$ cat config.mk
export PLATFORM = sky130hd
export DESIGN_NAME = exc_entry_ctrl
export DESIGN_NICKNAME = d
export VERILOG_FILES = /design/src/rtl/exc_entry_pkg.sv /design/src/rtl/exc_prio_arb.sv /design/src/rtl/exc_state_calc.sv /design/src/rtl/exc_vec_gen.sv /design/src/rtl/exc_entry_ctrl.sv
export SDC_FILE = /design/constraint.sdc
export NUM_CORES = 1
export LEC_CHECK = 0
export BUFFER_PORTS_ARGS = -buffer_cell sky130_fd_sc_hd__buf_2
export CAP_MARGIN = 20
export CORE_MARGIN = 3
export CORE_UTILIZATION = 35
export CTS_CLUSTER_DIAMETER = 100
export DETAILED_ROUTE_END_ITERATION = 8
export SLEW_MARGIN = 10
export SYNTH_ARGS = -nofsm -noshare
export SYNTH_HDL_FRONTEND = slang
export SYNTH_SLANG_ARGS = --single-unit
$ cat constraint.sdc
create_clock -name clk -period 3.1 [get_ports clk]
set_clock_uncertainty 0.1 [all_clocks]
set_input_delay 0.155 -clock clk [delete_from_list [all_inputs] [get_ports clk]]
set_output_delay 0.155 -clock clk [all_outputs]
set_load 0.03 [all_outputs]
$ cat src/rtl/exc_entry_pkg.sv
package exc_entry_pkg;

   localparam int N_EXC = 7;

   typedef enum logic [2:0] {
      EXC_RESET  = 3'd0,
      EXC_DABORT = 3'd1,
      EXC_FAST   = 3'd2,
      EXC_NORM   = 3'd3,
      EXC_PABORT = 3'd4,
      EXC_UNDEF  = 3'd5,
      EXC_SVCALL = 3'd6
   } exc_code_e;

   // status word layout decoded elsewhere in the core
   localparam int BIT_CSTATE = 5;
   localparam int BIT_FDIS   = 6;
   localparam int BIT_NDIS   = 7;

   localparam logic [4:0] MODE_USER  = 5'b10000;
   localparam logic [4:0] MODE_FAST  = 5'b10001;
   localparam logic [4:0] MODE_NORM  = 5'b10010;
   localparam logic [4:0] MODE_SUPV  = 5'b10011;
   localparam logic [4:0] MODE_ABORT = 5'b10111;
   localparam logic [4:0] MODE_UNDEF = 5'b11011;
   localparam logic [4:0] MODE_SYS   = 5'b11111;

   function automatic logic [4:0] vec_offset(input exc_code_e c);
      case (c)
         EXC_RESET:  vec_offset = 5'h00;
         EXC_UNDEF:  vec_offset = 5'h04;
         EXC_SVCALL: vec_offset = 5'h08;
         EXC_PABORT: vec_offset = 5'h0C;
         EXC_DABORT: vec_offset = 5'h10;
         EXC_NORM:   vec_offset = 5'h18;
         EXC_FAST:   vec_offset = 5'h1C;
         default:    vec_offset = 5'h00;
      endcase
   endfunction

   function automatic logic [4:0] target_mode(input exc_code_e c);
      case (c)
         EXC_DABORT, EXC_PABORT: target_mode = MODE_ABORT;
         EXC_FAST:               target_mode = MODE_FAST;
         EXC_NORM:               target_mode = MODE_NORM;
         EXC_UNDEF:              target_mode = MODE_UNDEF;
         default:                target_mode = MODE_SUPV;
      endcase
   endfunction

endpackage

$ cat src/rtl/exc_prio_arb.sv
module exc_prio_arb #(
   parameter int N = 7
) (
   input  logic [N-1:0]         req,
   output logic                 any,
   output logic [$clog2(N)-1:0] idx
);
   localparam int IDX_W = $clog2(N);

   logic [N:0]   blocked;
   logic [N-1:0] grant;

   assign blocked[0] = 1'b0;

   // bit 0 is the most urgent; each stage is blocked by anything above it
   for (genvar i = 0; i < N; i++) begin : g_stage
      assign grant[i]     = req[i] & ~blocked[i];
      assign blocked[i+1] = blocked[i] | req[i];
   end

   assign any = blocked[N];

   always_comb begin
      idx = '0;
      for (int i = 0; i < N; i++) begin
         if (grant[i]) idx = idx | IDX_W'(i);
      end
   end
endmodule

$ cat src/rtl/exc_state_calc.sv
module exc_state_calc
   import exc_entry_pkg::*;
#(
   parameter int ADDR_W     = 32,
   parameter int STATUS_W   = 32,
   parameter int INSN_BYTES = 4
) (
   input  exc_code_e             code,
   input  logic [STATUS_W-1:0]   cur_status,
   input  logic [ADDR_W-1:0]     inst_addr,
   output logic [STATUS_W-1:0]   nxt_status,
   output logic [ADDR_W-1:0]     link,
   output logic                  save
);
   localparam logic [ADDR_W-1:0] BIAS_NEXT  = ADDR_W'(INSN_BYTES);
   localparam logic [ADDR_W-1:0] BIAS_AFTER = ADDR_W'(INSN_BYTES + 4);
   localparam logic [ADDR_W-1:0] BIAS_FAULT = ADDR_W'(8);

   logic [ADDR_W-1:0] bias;

   always_comb begin
      nxt_status = cur_status;
      if (code == EXC_RESET) nxt_status = '0;
      nxt_status[4:0]        = target_mode(code);
      nxt_status[BIT_CSTATE] = 1'b0;
      nxt_status[BIT_NDIS]   = 1'b1;
      if (code == EXC_RESET || code == EXC_FAST) nxt_status[BIT_FDIS] = 1'b1;
   end

   // one adder; the per-exception difference lives in the bias select
   always_comb begin
      case (code)
         EXC_DABORT:            bias = BIAS_FAULT;
         EXC_FAST, EXC_NORM,
         EXC_PABORT:            bias = BIAS_AFTER;
         EXC_UNDEF, EXC_SVCALL: bias = BIAS_NEXT;
         default:               bias = '0;
      endcase
   end

   assign link = (code == EXC_RESET) ? '0 : inst_addr + bias;
   assign save = (code != EXC_RESET);
endmodule

$ cat src/rtl/exc_vec_gen.sv
module exc_vec_gen
   import exc_entry_pkg::*;
#(
   parameter int                 ADDR_W    = 32,
   parameter logic [ADDR_W-1:0]  HIGH_BASE = ADDR_W'(32'hFFFF_0000)
) (
   input  logic              hi_sel,
   input  exc_code_e         code,
   output logic [ADDR_W-1:0] vec
);
   logic [ADDR_W-1:0] base;

   if (HIGH_BASE[4:0] != 5'd0) begin : g_bad_base
      $error("exc_vec_gen: HIGH_BASE must leave the low 5 bits clear");
   end

   assign base = hi_sel ? HIGH_BASE : '0;
   assign vec  = base | ADDR_W'(vec_offset(code));
endmodule

$ cat src/rtl/exc_entry_ctrl.sv
module exc_entry_ctrl
   import exc_entry_pkg::*;
#(
   parameter int ADDR_W     = 32,
   parameter int STATUS_W   = 32,
   parameter int INSN_BYTES = 4,
   parameter logic [ADDR_W-1:0] HIGH_BASE = ADDR_W'(32'hFFFF_0000)
) (
   input  logic                clk,
   input  logic                rst_n,
   input  logic                req_dabort,
   input  logic                req_fast,
   input  logic                req_norm,
   input  logic                req_pabort,
   input  logic                req_undef,
   input  logic                req_svcall,
   input  logic [STATUS_W-1:0] status_in,
   input  logic [ADDR_W-1:0]   inst_addr,
   input  logic                hi_vec,
   output logic                take,
   output logic [2:0]          exc_code,
   output logic [STATUS_W-1:0] new_status,
   output logic [STATUS_W-1:0] saved_status,
   output logic                save_en,
   output logic [ADDR_W-1:0]   link_addr,
   output logic [ADDR_W-1:0]   vector_addr
);
   localparam int IDX_W = $clog2(N_EXC);
   localparam logic [STATUS_W-1:0] RST_STATUS =
      {{(STATUS_W-8){1'b0}}, 1'b1, 1'b1, 1'b0, MODE_SUPV};

   if (ADDR_W < 32) begin : g_addr_chk
      $error("exc_entry_ctrl: ADDR_W must be at least 32");
   end
   if (STATUS_W < 8) begin : g_stat_chk
      $error("exc_entry_ctrl: STATUS_W must be at least 8");
   end
   if (INSN_BYTES != 2 && INSN_BYTES != 4) begin : g_insn_chk
      $error("exc_entry_ctrl: INSN_BYTES must be 2 or 4");
   end

   logic                rst_pend_q;
   logic                take_q;
   exc_code_e           code_q;
   logic [STATUS_W-1:0] new_q;
   logic [STATUS_W-1:0] saved_q;
   logic                save_q;
   logic [ADDR_W-1:0]   link_q;

   logic [STATUS_W-1:0] eff_status;
   logic [N_EXC-1:0]    req_vec;
   logic                sel_any;
   logic [IDX_W-1:0]    sel_idx;
   exc_code_e           sel_code;
   logic [STATUS_W-1:0] calc_status;
   logic [ADDR_W-1:0]   calc_link;
   logic                calc_save;

   // the core loads new_q at the coming edge, so use it for this decision
   assign eff_status = take_q ? new_q : status_in;

   assign req_vec = {req_svcall,
                     req_undef,
                     req_pabort,
                     req_norm & ~eff_status[BIT_NDIS],
                     req_fast & ~eff_status[BIT_FDIS],
                     req_dabort,
                     rst_pend_q};

   exc_prio_arb #(.N(N_EXC)) u_arb (
      .req (req_vec),
      .any (sel_any),
      .idx (sel_idx)
   );

   assign sel_code = exc_code_e'(sel_idx);

   exc_state_calc #(
      .ADDR_W     (ADDR_W),
      .STATUS_W   (STATUS_W),
      .INSN_BYTES (INSN_BYTES)
   ) u_calc (
      .code       (sel_code),
      .cur_status (eff_status),
      .inst_addr  (inst_addr),
      .nxt_status (calc_status),
      .link       (calc_link),
      .save       (calc_save)
   );

   always_ff @(posedge clk or negedge rst_n) begin
      if (!rst_n) begin
         rst_pend_q <= 1'b1;
         take_q     <= 1'b0;
         code_q     <= EXC_RESET;
         new_q      <= RST_STATUS;
         saved_q    <= '0;
         save_q     <= 1'b0;
         link_q     <= '0;
      end else begin
         rst_pend_q <= 1'b0;
         take_q     <= sel_any;
         if (sel_any) begin
            code_q  <= sel_code;
            new_q   <= calc_status;
            saved_q <= eff_status;
            save_q  <= calc_save;
            link_q  <= calc_link;
         end
      end
   end

   exc_vec_gen #(
      .ADDR_W    (ADDR_W),
      .HIGH_BASE (HIGH_BASE)
   ) u_vec (
      .hi_sel (hi_vec),
      .code   (code_q),
      .vec    (vector_addr)
   );

   assign take         = take_q;
   assign exc_code     = code_q;
   assign new_status   = new_q;
   assign saved_status = saved_q;
   assign save_en      = save_q;
   assign link_addr    = link_q;
endmodule

==> results.txt, run 1 <==
Peak VDD IR -> 0.242 mV
Lkg Pwr -> 3.02 nW
Most common cell on crit path -> nand2_1
Share of layout cells above drive strength 1 -> 0.318
Post-DR wirelength/cell -> 15.3 um
Compound-Gate Fraction of Synth Area -> 0.167
HP Class -> primary input to flip-flop
Post-Synth Adder-Cell Area -> 0.00925
Max cap viols -> 0
Chip height -> 124 um
Syn Inst Count -> 501
Mux cell area share after synthesis -> 0.0103
Delay-heaviest family, CP -> simple AND/OR/NAND/NOR gates
Reg2Reg Setup Slack -> 250 ps
Max-slew violation count -> 0
TritonCTS Buffers -> 9
Antenna cells -> 0
Vias in the first global route -> 3967
Relative slew slack -> 0.547
Vias -> 4239
Placed cells -> 817
CP arrival -> 2980 ps
Largest family of logic cells by synthesized area -> simple AND/OR/NAND/NOR gates
Avg Vias per Cell -> 5.00
Post-route ant nets -> 0
WHS Endpoint -> saved_status[7]$_DFFE_PN0P_
Die width -> 124 um
Multi-input logic area -> 2090 um2
Worst path max stage delay -> 550 ps
R2R Path End -> link_addr[16]$_DFFE_PN0P_
RSZ-0062 raised after global routing -> false
Highest Clock Rate -> 0.351 GHz
Final non-filler cell total -> 848
I/O pin count -> 206
Final Hold Vio Count -> 0
Seq/Total Area, Yosys -> 0.510
# rows -> 42
Htree depth -> 3
Fraction of registers with async set or reset after synthesis -> 1.00
Critical-path maximum fanout -> 6
Synth Cell Area -> 4870 um2
Synth Register Bits -> 99
DP Area -> 5770 um2
DPL Wire Length -> 9.25 mm
Tmin final -> 2850 ps
Yosys warns -> 0
Final RePlAce weighted congestion -> 0.812
Xor and xnor fraction of the mapped netlist area -> 0.0503
Total grt overflow -> 0
Core area -> 13400 um2
Worst-case reg-to-reg path depth -> 11
Critical R2R Launch -> new_status[6]$_DFFE_PN1P_
CP cell instances -> and3b_1, nor2_2, nand2_1, nor3_1, ha_1, fa_1, nand3_1, nor4_4, nand2_1, xnor2_1, a22o_1
DRC Markers -> 0
Area grow syn2layout -> 27.6%
Critical path capture point type -> flip-flop
Clk root buf -> clkbuf_16
Syn_area_per_cell -> 9.72 um2
Maximum clock insertion buffer count -> 2
Slew @ Worst Pin -> 680 ps
NumNets Final -> 743
WHS Path Cells -> 3
Final Power -> 2.88 mW
Setup Viol. Count Final -> 0
Initial antenna violation count -> 0
Register area -> 2480 um2
CTS tree -> done
Crit share post-route -> 0.918
Final Cell Area -> 6220 um2
Worst-skew pair later-pin latency -> 340 ps
Routed WL -> 13.0 mm
Crit path max-delay cell type -> dfstp_2
Clock sinks -> 99
Fillers -> 1282
EDFF count, synth -> 0
Clock-pin slew on the worst setup and hold paths -> 60 ps
Pre-Repair DR Iteration Count -> 4
First-pass GRT wire length -> 20.1 mm
Area of the die -> 15400 um2
CP Data Required Time -> 3230 ps
Yosys cell types -> 43
Worst setup SP type -> flip-flop
GRT Total Usage -> 0.167
IO buf count -> 172
Simple-gate portion of the synthesized area -> 0.175
PwrDens -> 464 nW/um2
DRT iter0 DRCs -> 265
Critical path buffer and inverter count -> 0
Worst Hold Launch -> status_in[7]
Ys flop type -> dfrtp_1
Crit path kind -> flip-flop to flip-flop
Status -> finished clean
Setup_tns -> 0 ps
Largest net degree at the start of global routing -> 81
Initial Utilization -> 0.363
cells in the final DEF (no fill, tap or decap), drive strengths merged, types with 2 or more instances in the layout:
cell and n:
a21o 2, a21oi 34, a22o 29, a31oi 2, and2 2, and3 4, buf 183, clkbuf 15
conb 17, dfrtp 95, dfstp 4, dlygate4sd3 14, ha 2, inv 6, mux2i 5, nand2 77
nand2b 5, nand3 11, nand4 9, nor2 20, nor2b 25, nor3 9, nor4 3, o21ai 60
xnor2 9, xor2 19
worst min-delay path: stages:
cell     delay (ps)
buf_2            80
nor2_1           50
a21oi_1         140
power by group:
group | leakage, nW | internal [mW] | total (mW) | switching (mW)
Sequential | 1.29 | 1.34 | 1.37 | 0.0315
Clock | 0.132 | 0.628 | 1.08 | 0.455
Combinational | 1.59 | 0.140 | 0.429 | 0.289
Total | 3.02 | 2.11 | 2.88 | 0.776
worst max path at each step:
| stage | start | end | slack, ps | cells past startpoint |
|---|---|---|---|---|
| after floorplan | new_status[6]$_DFFE_PN1P_ | link_addr[16]$_DFFE_PN0P_ | 290 | 11 |
| final | new_status[6]$_DFFE_PN1P_ | link_addr[16]$_DFFE_PN0P_ | 250 | 11 |
| after detailed placement | new_status[6]$_DFFE_PN1P_ | link_addr[31]$_DFFE_PN0P_ | 250 | 10 |
| after global placement | new_status[6]$_DFFE_PN1P_ | link_addr[20]$_DFFE_PN0P_ | 320 | 11 |
| after CTS | new_status[6]$_DFFE_PN1P_ | link_addr[31]$_DFFE_PN0P_ | 250 | 10 |
| after global routing | new_status[6]$_DFFE_PN1P_ | link_addr[16]$_DFFE_PN0P_ | 40 | 11 |
stage by stage:
step	util	setup slack (ps)	hold slack, ps
final	0.464	254	22.2
after global routing	0.464	43.3	32.2
after global placement	0.430	316	212
after detailed placement	0.430	255	212
after CTS	0.462	247	4.55
after floorplan	-	289	-241
sequential cells by signal, summed over array words and instances (netlist names):
register	flops
exc_code	3
link_addr	32
new_status	29
rst_pend_q	1
save_en	1
saved_status	32
take	1
cell usage after synthesis (all sizes together) (3+ instances only):
library cell | count | area (um2)
xor2 | 19 | 166
dfstp | 4 | 105
nand3 | 11 | 55.1
nand2 | 77 | 289
nor3 | 9 | 45.0
nand2b | 5 | 31.3
nor2b | 25 | 156
a22o | 29 | 254
buf | 49 | 323
nor2 | 20 | 77.6
mux2i | 5 | 50.1
nor4 | 3 | 55.1
a21oi | 34 | 170
inv | 6 | 22.5
xnor2 | 9 | 78.8
dfrtp | 95 | 2380
o21ai | 60 | 319
nand4 | 9 | 71.3
and3 | 4 | 25.0
clkbuf | 8 | 30.0
routing by layer:
layer / vias to the layer above / track usage / wire (um)
li1: 2009 / - / -
met1: 2048 / 0.221 / 5610
met2: 163 / 0.259 / 6060
met3: 19 / 0.0477 / 1110
met4: 0 / 0.0623 / 226
met5: - / 0 / 0
logic make-up after synthesis:
family / count (synthesis)
AO/OA/AOI/OAI: 132
multiplexers: 5
buffers and inverters: 63
XOR/XNOR: 28
AND/OR/NAND/NOR: 169
adder cells (fa/ha/maj): 3
flip-flops: 99
other: 2
timing repair:
action | CTS | global route
buffers inserted | 0 | 0
hold buffers | 14 | 0
endpoints found under the hold margin | 90 | 0
resized for setup | 0 | 1
setup endpoints to repair | 0 | 1
layout make-up:
class,count,area share
tap,176,0.0354
clock buffer,15,0.0398
sequential,99,0.399
timing repair buffer,197,0.180
clock inverter,1,0.00483
inverter,6,0.00362
multi-input combinational,354,0.337
Power figures use the tool's default switching activity.
==> run 2: changes to the inputs <==
SETUP_SLACK_MARGIN = 0.4   (was default)
SKIP_CTS_REPAIR_TIMING = 1   (was default)
==> run 2 against run 1 <==
Compared with the run above: the flow now finishes with violations (hold timing); combinational power is essentially flat; worst hold slack lost 48 ps; core utilization grew 0.66 points; flip-flop and latch count is the same; sequential power is essentially flat; register-to-register slack gained 220 ps; cell area grew 1.4%; maximum frequency grew 8.2%; die area is the same; routed wire length grew 2.9%; final cell count grew 0.12%.
==> results.txt, run 2 (synthesized netlist as in run 1, its figures left out) <==
Status -> complete, but fails checks (was finished clean)
Failing checks -> hold timing
Crit share post-route -> 0.849 (was 0.918)
Critical-path maximum fanout -> 6 (unchanged)
I/O pin count -> 206 (unchanged)
Clk network pwr share -> 0.427 (was 0.376)
Pre-Repair DR Iteration Count -> 6 (was 4)
Chip height -> 124 um (unchanged)
Vias in the first global route -> 3993 (was 3967)
Critical path buffer and inverter count -> 1 (was 0)
Maximum clock insertion buffer count -> 2 (unchanged)
Fin worst setup slack -> 469 ps (was 254 ps)
Worst-skew pair later-pin latency -> 350 ps (was 340 ps)
DRC Markers -> 0 (unchanged)
Vias -> 4206 (was 4239)
DRT iter0 DRCs -> 216 (was 265)
Internal power -> 2.33 mW (was 2.11 mW)
Place WS -> 166 ps (was 255 ps)
Max-slew violation count -> 0 (unchanged)
Routed WL -> 13.4 mm (was 13.0 mm)
Delay-heaviest family, CP -> simple AND/OR/NAND/NOR gates (unchanged)
Htree depth -> 3 (unchanged)
Combinational fraction of design power -> 0.136 (was 0.149)
Crit path max-delay cell type -> dfstp_2 (unchanged)
Sw frac -> 0.258 (was 0.269)
Final RePlAce weighted congestion -> 0.826 (was 0.812)
Critical path endpoint -> link_addr[30]$_DFFE_PN0P_ (was link_addr[16]$_DFFE_PN0P_)
Post-route ant nets -> 0 (unchanged)
Worst path max stage delay -> 540 ps (was 550 ps)
TritonCTS Buffers -> 9 (unchanged)
CTS tree -> done (unchanged)
Avg Vias per Cell -> 4.95 (was 5.00)
Reg2Reg Setup Slack -> 470 ps (was 250 ps)
Slew @ Worst Pin -> 704 ps (was 680 ps)
PwrDens -> 497 nW/um2 (was 464 nW/um2)
# rows -> 42 (unchanged)
Relative slew slack -> 0.531 (was 0.547)
Setup_tns -> 0 ps (unchanged)
DPL Wire Length -> 9.15 mm (was 9.25 mm)
Max cap viols -> 0 (unchanged)
Crit path kind -> flip-flop to flip-flop (unchanged)
First-pass GRT wire length -> 20.2 mm (was 20.1 mm)
CP Data Required Time -> 3210 ps (was 3230 ps)
Clk root buf -> clkbuf_16 (unchanged)
HP Class -> primary input to flip-flop (unchanged)
Clock-pin slew on the worst setup and hold paths -> 60 ps (about the same)
R2R Path End -> link_addr[30]$_DFFE_PN0P_ (was link_addr[16]$_DFFE_PN0P_)
Final Power -> 3.13 mW (was 2.88 mW)
CP Depth -> 12 (was 11)
Post-DR wirelength/cell -> 15.8 um (was 15.3 um)
Net Sw Power -> 0.807 mW (was 0.776 mW)
Area of the die -> 15400 um2 (unchanged)
CP cell instances -> and3b_2, nor2_4, nand2_2, nor3_2, ha_2, fa_2, nand3_4, nor4_4, buf_4, nand4_1, xor2_1, o21ai_1 (was and3b_1, nor2_2, nand2_1, nor3_1, ha_1, fa_1, nand3_1, nor4_4, nand2_1, xnor2_1, a22o_1)
CP startpoint -> new_status[6]$_DFFE_PN1P_ (unchanged)
Tmin final -> 2630 ps (was 2850 ps)
Die width -> 124 um (unchanged)
Hold Worst Slack -> -25.6 ps (was 22.2 ps)
IO buf count -> 172 (unchanged)
Total grt overflow -> 0 (unchanged)
Share of layout cells above drive strength 1 -> 0.351 (was 0.318)
Lkg Pwr -> 3.07 nW (was 3.02 nW)
Initial Utilization -> 0.363 (unchanged)
Initial antenna violation count -> 0 (unchanged)
Commonest non-fill, non-tap cells in the layout -> buf_2, dfrtp_1, nand2_1, o21ai_1, a21oi_1 (unchanged)
Sequential power share -> 0.437 (was 0.475)
Core area -> 13400 um2 (unchanged)
Largest net degree at the start of global routing -> 61 (was 81)
CP arrival -> 2740 ps (was 2980 ps)
Most common cell after layout, fill and taps aside -> buf_2 (unchanged)
Worst setup SP type -> flip-flop (unchanged)
GRT Total Usage -> 0.167 (about the same)
Critical R2R Launch -> new_status[6]$_DFFE_PN1P_ (unchanged)
Setup Viol. Count Final -> 0 (unchanged)
Final non-filler cell total -> 849 (was 848)
RSZ-0062 raised after global routing -> true (was false)
Antenna cells -> 0 (unchanged)
Critical path capture point type -> flip-flop (unchanged)
NumNets Final -> 744 (was 743)
Placed cells -> 814 (was 817)
Worst-case reg-to-reg path depth -> 12 (was 11)
Peak VDD IR -> 0.280 mV (was 0.242 mV)
Highest Clock Rate -> 0.380 GHz (was 0.351 GHz)
Final Hold Vio Count -> 4 (was 0)
Clock sinks -> 99 (unchanged)
Area grow syn2layout -> 29.5% (was 27.6%)
-- run 2: through the flow --
| step | hold slack, ps | util | instance area [um2] |
|---|---|---|---|
| final | -25.6 | 0.471 | 6310 |
| after global routing | 4.30 | 0.471 | 6310 |
| after CTS | -266 | 0.458 | 6130 |
| after detailed placement | 118 | 0.431 | 5770 |
| after global placement | 110 | 0.431 | 5770 |
| after floorplan | -241 | - | 4960 |
-- run 2: layout make-up --
| class | instances | area [um2] |
|---|---|---|
| Clock buffer | 12 | 267 |
| Clock inverter | 4 | 95.1 |
| Fill cell | 1304 | 7090 |
| Inverter | 6 | 22.5 |
| Multi-Input combinational cell | 355 | 2140 |
| Sequential cell | 99 | 2480 |
| Tap cell | 176 | 220 |
| Timing Repair Buffer | 197 | 1080 |
-- run 2: how the worst min path moves through the flow --
stage                        startpoint                      endpoint  slack [ps]  cells after the start
final                      status_in[4]   saved_status[4]$_DFFE_PN0P_         -30                      3
after global routing      inst_addr[31]     link_addr[31]$_DFFE_PN0P_           4                      3
after CTS                         rst_n    new_status[11]$_DFFE_PN0P_        -270                      1
after detailed placement          rst_n    new_status[11]$_DFFE_PN0P_         120                      1
after global placement            rst_n  saved_status[12]$_DFFE_PN0P_         110                      1
after floorplan                   rst_n       exc_code[0]$_DFFE_PN0P_        -240                      0
-- run 2: worst register-to-register path, cell delays in order (launching register included) --
cell and delay, ps:
dfstp_2 540, and3b_2 230, nor2_4 180, nand2_2 70
nor3_2 110, ha_2 210, fa_2 240, nand3_4 110
nor4_4 140, buf_4 180, nand4_1 120, xor2_1 190
o21ai_1 70
-- run 2: power groups by stage --
stage / combinational [mW] / sequential [mW] / clock [mW]
after floorplan: 0.202 / 1.48 / 0
after global placement: 0.414 / 1.39 / 0
after detailed placement: 0.418 / 1.39 / 0
after CTS: 0.418 / 1.37 / 1.37
after global routing: 0.464 / 1.38 / 1.42
final: 0.428 / 1.37 / 1.34
-- run 2: layer usage --
metal / global-route usage / vias up / wire, um
li1: - / 2020 / -
met1: 0.218 / 2023 / 5910
met2: 0.264 / 148 / 6210
met3: 0.0500 / 15 / 1070
met4: 0.0595 / 0 / 203
met5: 0 / - / 0
==> run 3: changes to the inputs <==
ABC_AREA = 1   (was default)
clock period = 2.34 ns   (was 3.1 ns; I/O delays follow)
==> run 3 against run 2 <==
Compared with the run above: the run ends with hold timing, setup timing left; synthesized cell count is 53% higher; global-route usage is 1.4 points higher; die area is 9.7% higher; final cell count is 36% higher; sequential power is 34% higher; largest power group unchanged; maximum frequency is 3.4% higher; setup slack worse by 670 ps.
==> results.txt, run 3 <==
Status -> complete, but fails checks (unchanged)
Failing checks -> hold timing, setup timing (was hold timing)
Setup Viol. Count Final -> 23 (was 0)
Highest Clock Rate -> 0.393 GHz (was 0.380 GHz)
Critical-path maximum fanout -> 4 (was 6)
Fraction of registers with async set or reset after synthesis -> 1.00 (unchanged)
Worst-case reg-to-reg path depth -> 17 (was 12)
First-pass GRT wire length -> 24.2 mm (was 20.2 mm)
NumNets Final -> 1041 (was 744)
Placed cells -> 1107 (was 814)
Crit share post-route -> 1.09 (was 0.849)
Largest cells by area after synthesis -> dfrtp_1, nand2_1, buf_4 (was dfrtp_1, nand2_1, a22o_1)
Htree depth -> 3 (unchanged)
GRT Total Usage -> 0.181 (was 0.167)
Routed WL -> 16.6 mm (was 13.4 mm)
Max cap viols -> 0 (unchanged)
Pre-Repair DR Iteration Count -> 5 (was 6)
Largest net degree at the start of global routing -> 57 (was 61)
WHS Path Cells -> 5 (was 3)
PwrDens -> 579 nW/um2 (was 497 nW/um2)
Critical path capture point type -> flip-flop (unchanged)
Crit path kind -> flip-flop to flip-flop (unchanged)
EDFF count, synth -> 0 (unchanged)
Clk root buf -> clkbuf_16 (unchanged)
Top cells by count, synth -> nand2_1, dfrtp_1, nor2_1 (was dfrtp_1, nand2_1, o21ai_1)
Cell taking the most area after synthesis -> dfrtp_1 (unchanged)
Worst path max stage delay -> 540 ps (about the same)
Maximum clock insertion buffer count -> 2 (unchanged)
Max-slew violation count -> 0 (unchanged)
Initial Utilization -> 0.364 (was 0.363)
Syn Inst Count -> 766 (was 501)
Die width -> 130 um (was 124 um)
DRC Markers -> 0 (unchanged)
RSZ-0062 raised after global routing -> true (unchanged)
Worst-skew pair later-pin latency -> 350 ps (about the same)
Ys flop type -> dfrtp_1 (unchanged)
Critical R2R Launch -> rst_pend_q$_DFF_PN1_ (was new_status[6]$_DFFE_PN1P_)
TritonCTS Buffers -> 9 (unchanged)
Reg2Reg Setup Slack -> -200 ps (was 470 ps)
Delay-heaviest family, CP -> simple AND/OR/NAND/NOR gates (unchanged)
Clock-pin slew on the worst setup and hold paths -> 70 ps (was 60 ps)
Share of layout cells above drive strength 1 -> 0.271 (was 0.351)
CP arrival -> 2690 ps (was 2740 ps)
Worst Hold Launch -> status_in[15] (was status_in[4])
Setup_tns -> -2190 ps (was 0 ps)
Worst setup SP type -> flip-flop (unchanged)
Post-route ant nets -> 0 (unchanged)
Critical path buffer and inverter count -> 5 (was 1)
Seq/Total Area, Yosys -> 0.462 (was 0.510)
I/O pin count -> 206 (unchanged)
Avg Vias per Cell -> 4.59 (was 4.95)
Clk network pwr share -> 0.365 (was 0.427)
Yosys warns -> 0 (unchanged)
IO buf count -> 172 (unchanged)
CP cell instances -> nor2_2, buf_6, nand2_4, nor2_4, nor2_4, and3_4, nor2_4, ha_4, fa_2, buf_4, buf_6, inv_2, nor2_2, xnor2_1, inv_1, nand2_1, nand2_1 (was and3b_2, nor2_4, nand2_2, nor3_2, ha_2, fa_2, nand3_4, nor4_4, buf_4, nand4_1, xor2_1, o21ai_1)
Clock sinks -> 99 (unchanged)
Most common cell after layout, fill and taps aside -> nand2_1 (was buf_2)
Synth Register Bits -> 99 (unchanged)
Final Hold Vio Count -> 37 (was 4)
Peak VDD IR -> 0.381 mV (was 0.280 mV)
HP Class -> primary input to flip-flop (unchanged)
Area share of the largest cell type after synthesis -> 0.443 (was 0.488)
Area of the die -> 16900 um2 (was 15400 um2)
Final Util -> 0.487 (was 0.471)
Fin worst setup slack -> -204 ps (was 469 ps)
Internal power -> 2.92 mW (was 2.33 mW)
Dominant cell by count in the synthesized netlist -> nand2_1 (was dfrtp_1)
Post-DR wirelength/cell -> 14.4 um (was 15.8 um)
Net Sw Power -> 1.24 mW (was 0.807 mW)
CP Data Required Time -> 2490 ps (was 3210 ps)
DRT iter0 DRCs -> 282 (was 216)
Syn_area_per_cell -> 7.01 um2 (was 9.72 um2)
Area grow syn2layout -> 33.9% (was 29.5%)
Tmin final -> 2540 ps (was 2630 ps)
Commonest non-fill, non-tap cells in the layout -> nand2_1, buf_2, dfrtp_1, inv_1, nor2_1 (was buf_2, dfrtp_1, nand2_1, o21ai_1, a21oi_1)
Synth Cell Area -> 5370 um2 (was 4870 um2)
Combinational fraction of design power -> 0.194 (was 0.136)
Sequential power share -> 0.441 (was 0.437)
CTS tree -> done (unchanged)
# rows -> 44 (was 42)
Most common cell on crit path -> nor2_4
Final RePlAce weighted congestion -> 0.887 (was 0.826)
Crit path max-delay cell type -> dfstp_2 (unchanged)
Final non-filler cell total -> 1155 (was 849)
Lkg Pwr -> 4.18 nW (was 3.07 nW)
Vias -> 5306 (was 4206)
Vias in the first global route -> 4809 (was 3993)
Yosys cell types -> 30 (was 43)
Chip height -> 130 um (was 124 um)
WHS Endpoint -> saved_status[15]$_DFFE_PN0P_ (was saved_status[4]$_DFFE_PN0P_)
R2R Path End -> link_addr[12]$_DFFE_PN0P_ (was link_addr[30]$_DFFE_PN0P_)
DPL Wire Length -> 11.0 mm (was 9.15 mm)
Core area -> 14800 um2 (was 13400 um2)
Total grt overflow -> 0 (unchanged)
Hold Worst Slack -> -18.4 ps (was -25.6 ps)
Initial antenna violation count -> 0 (unchanged)
Sw frac -> 0.298 (was 0.258)
## run 3: how the worst max path moves through the flow
stage,from,cells past startpoint,end
global placement,take$_DFF_PN0_,14,link_addr[18]$_DFFE_PN0P_
global route,new_status[6]$_DFFE_PN1P_,16,link_addr[16]$_DFFE_PN0P_
finish,rst_pend_q$_DFF_PN1_,17,link_addr[12]$_DFFE_PN0P_
CTS,take$_DFF_PN0_,15,link_addr[16]$_DFFE_PN0P_
floorplan,new_status[6]$_DFFE_PN1P_,15,link_addr[18]$_DFFE_PN0P_
detailed placement,take$_DFF_PN0_,14,link_addr[18]$_DFFE_PN0P_
## run 3: cell families (layout without fill, tap and decap cells)
| group | Yosys count | after routing | share of synthesized area |
|---|---|---|---|
| simple gates | 522 | 522 | 0.378 |
| buf+inv | 108 | 297 | 0.107 |
| flops | 99 | 99 | 0.462 |
| compound gates | 17 | 17 | 0.0189 |
| xor+xnor | 15 | 15 | 0.0245 |
| fa+ha+maj | 3 | 3 | 0.00839 |
| other cells | 2 | 18 | 0.00140 |
## run 3: through the flow
step                      cell area (um2)  setup WS [ps]  power, mW
final                                7190           -204       4.16
after global routing                 7190           -332       4.35
after CTS                            6760           -275       4.10
after detailed placement             6470           -252       2.57
after global placement               6470           -195       2.57
after floorplan                      5510           -291       2.34
## run 3: area by class of cell
type | instances | area [um2]
antenna | 1 | 2.50
tap | 184 | 230
clock buffer | 13 | 250
sequential | 99 | 2480
inverter | 51 | 191
clock inverter | 3 | 46.3
fill | 1527 | 7560
timing repair buffer | 230 | 1470
multi-input combinational | 574 | 2510
## run 3: per-layer routing
| layer | part of all wire | routed length (um) | vias up | GRT usage |
|---|---|---|---|---|
| li1 | - | - | 2677 | - |
| met1 | 0.45 | 7540 | 2424 | 0.243 |
| met2 | 0.46 | 7660 | 185 | 0.295 |
| met3 | 0.068 | 1130 | 20 | 0.0385 |
| met4 | 0.016 | 268 | 0 | 0.0544 |
| met5 | 0 | 0 | - | 0 |
## run 3: power by group through the flow
stage | registers [mW] | logic, mW | clock network (mW)
final | 1.84 | 0.806 | 1.52
after global routing | 1.85 | 0.873 | 1.64
after CTS | 1.84 | 0.704 | 1.56
after detailed placement | 1.87 | 0.702 | 0
after global placement | 1.87 | 0.699 | 0
after floorplan | 2.02 | 0.324 | 0
## run 3: worst min-delay path: stages
cell and delay [ps]:
buf_2 80, nand2_1 40, nand2_1 70, nand2_1 50
nand2_1 50
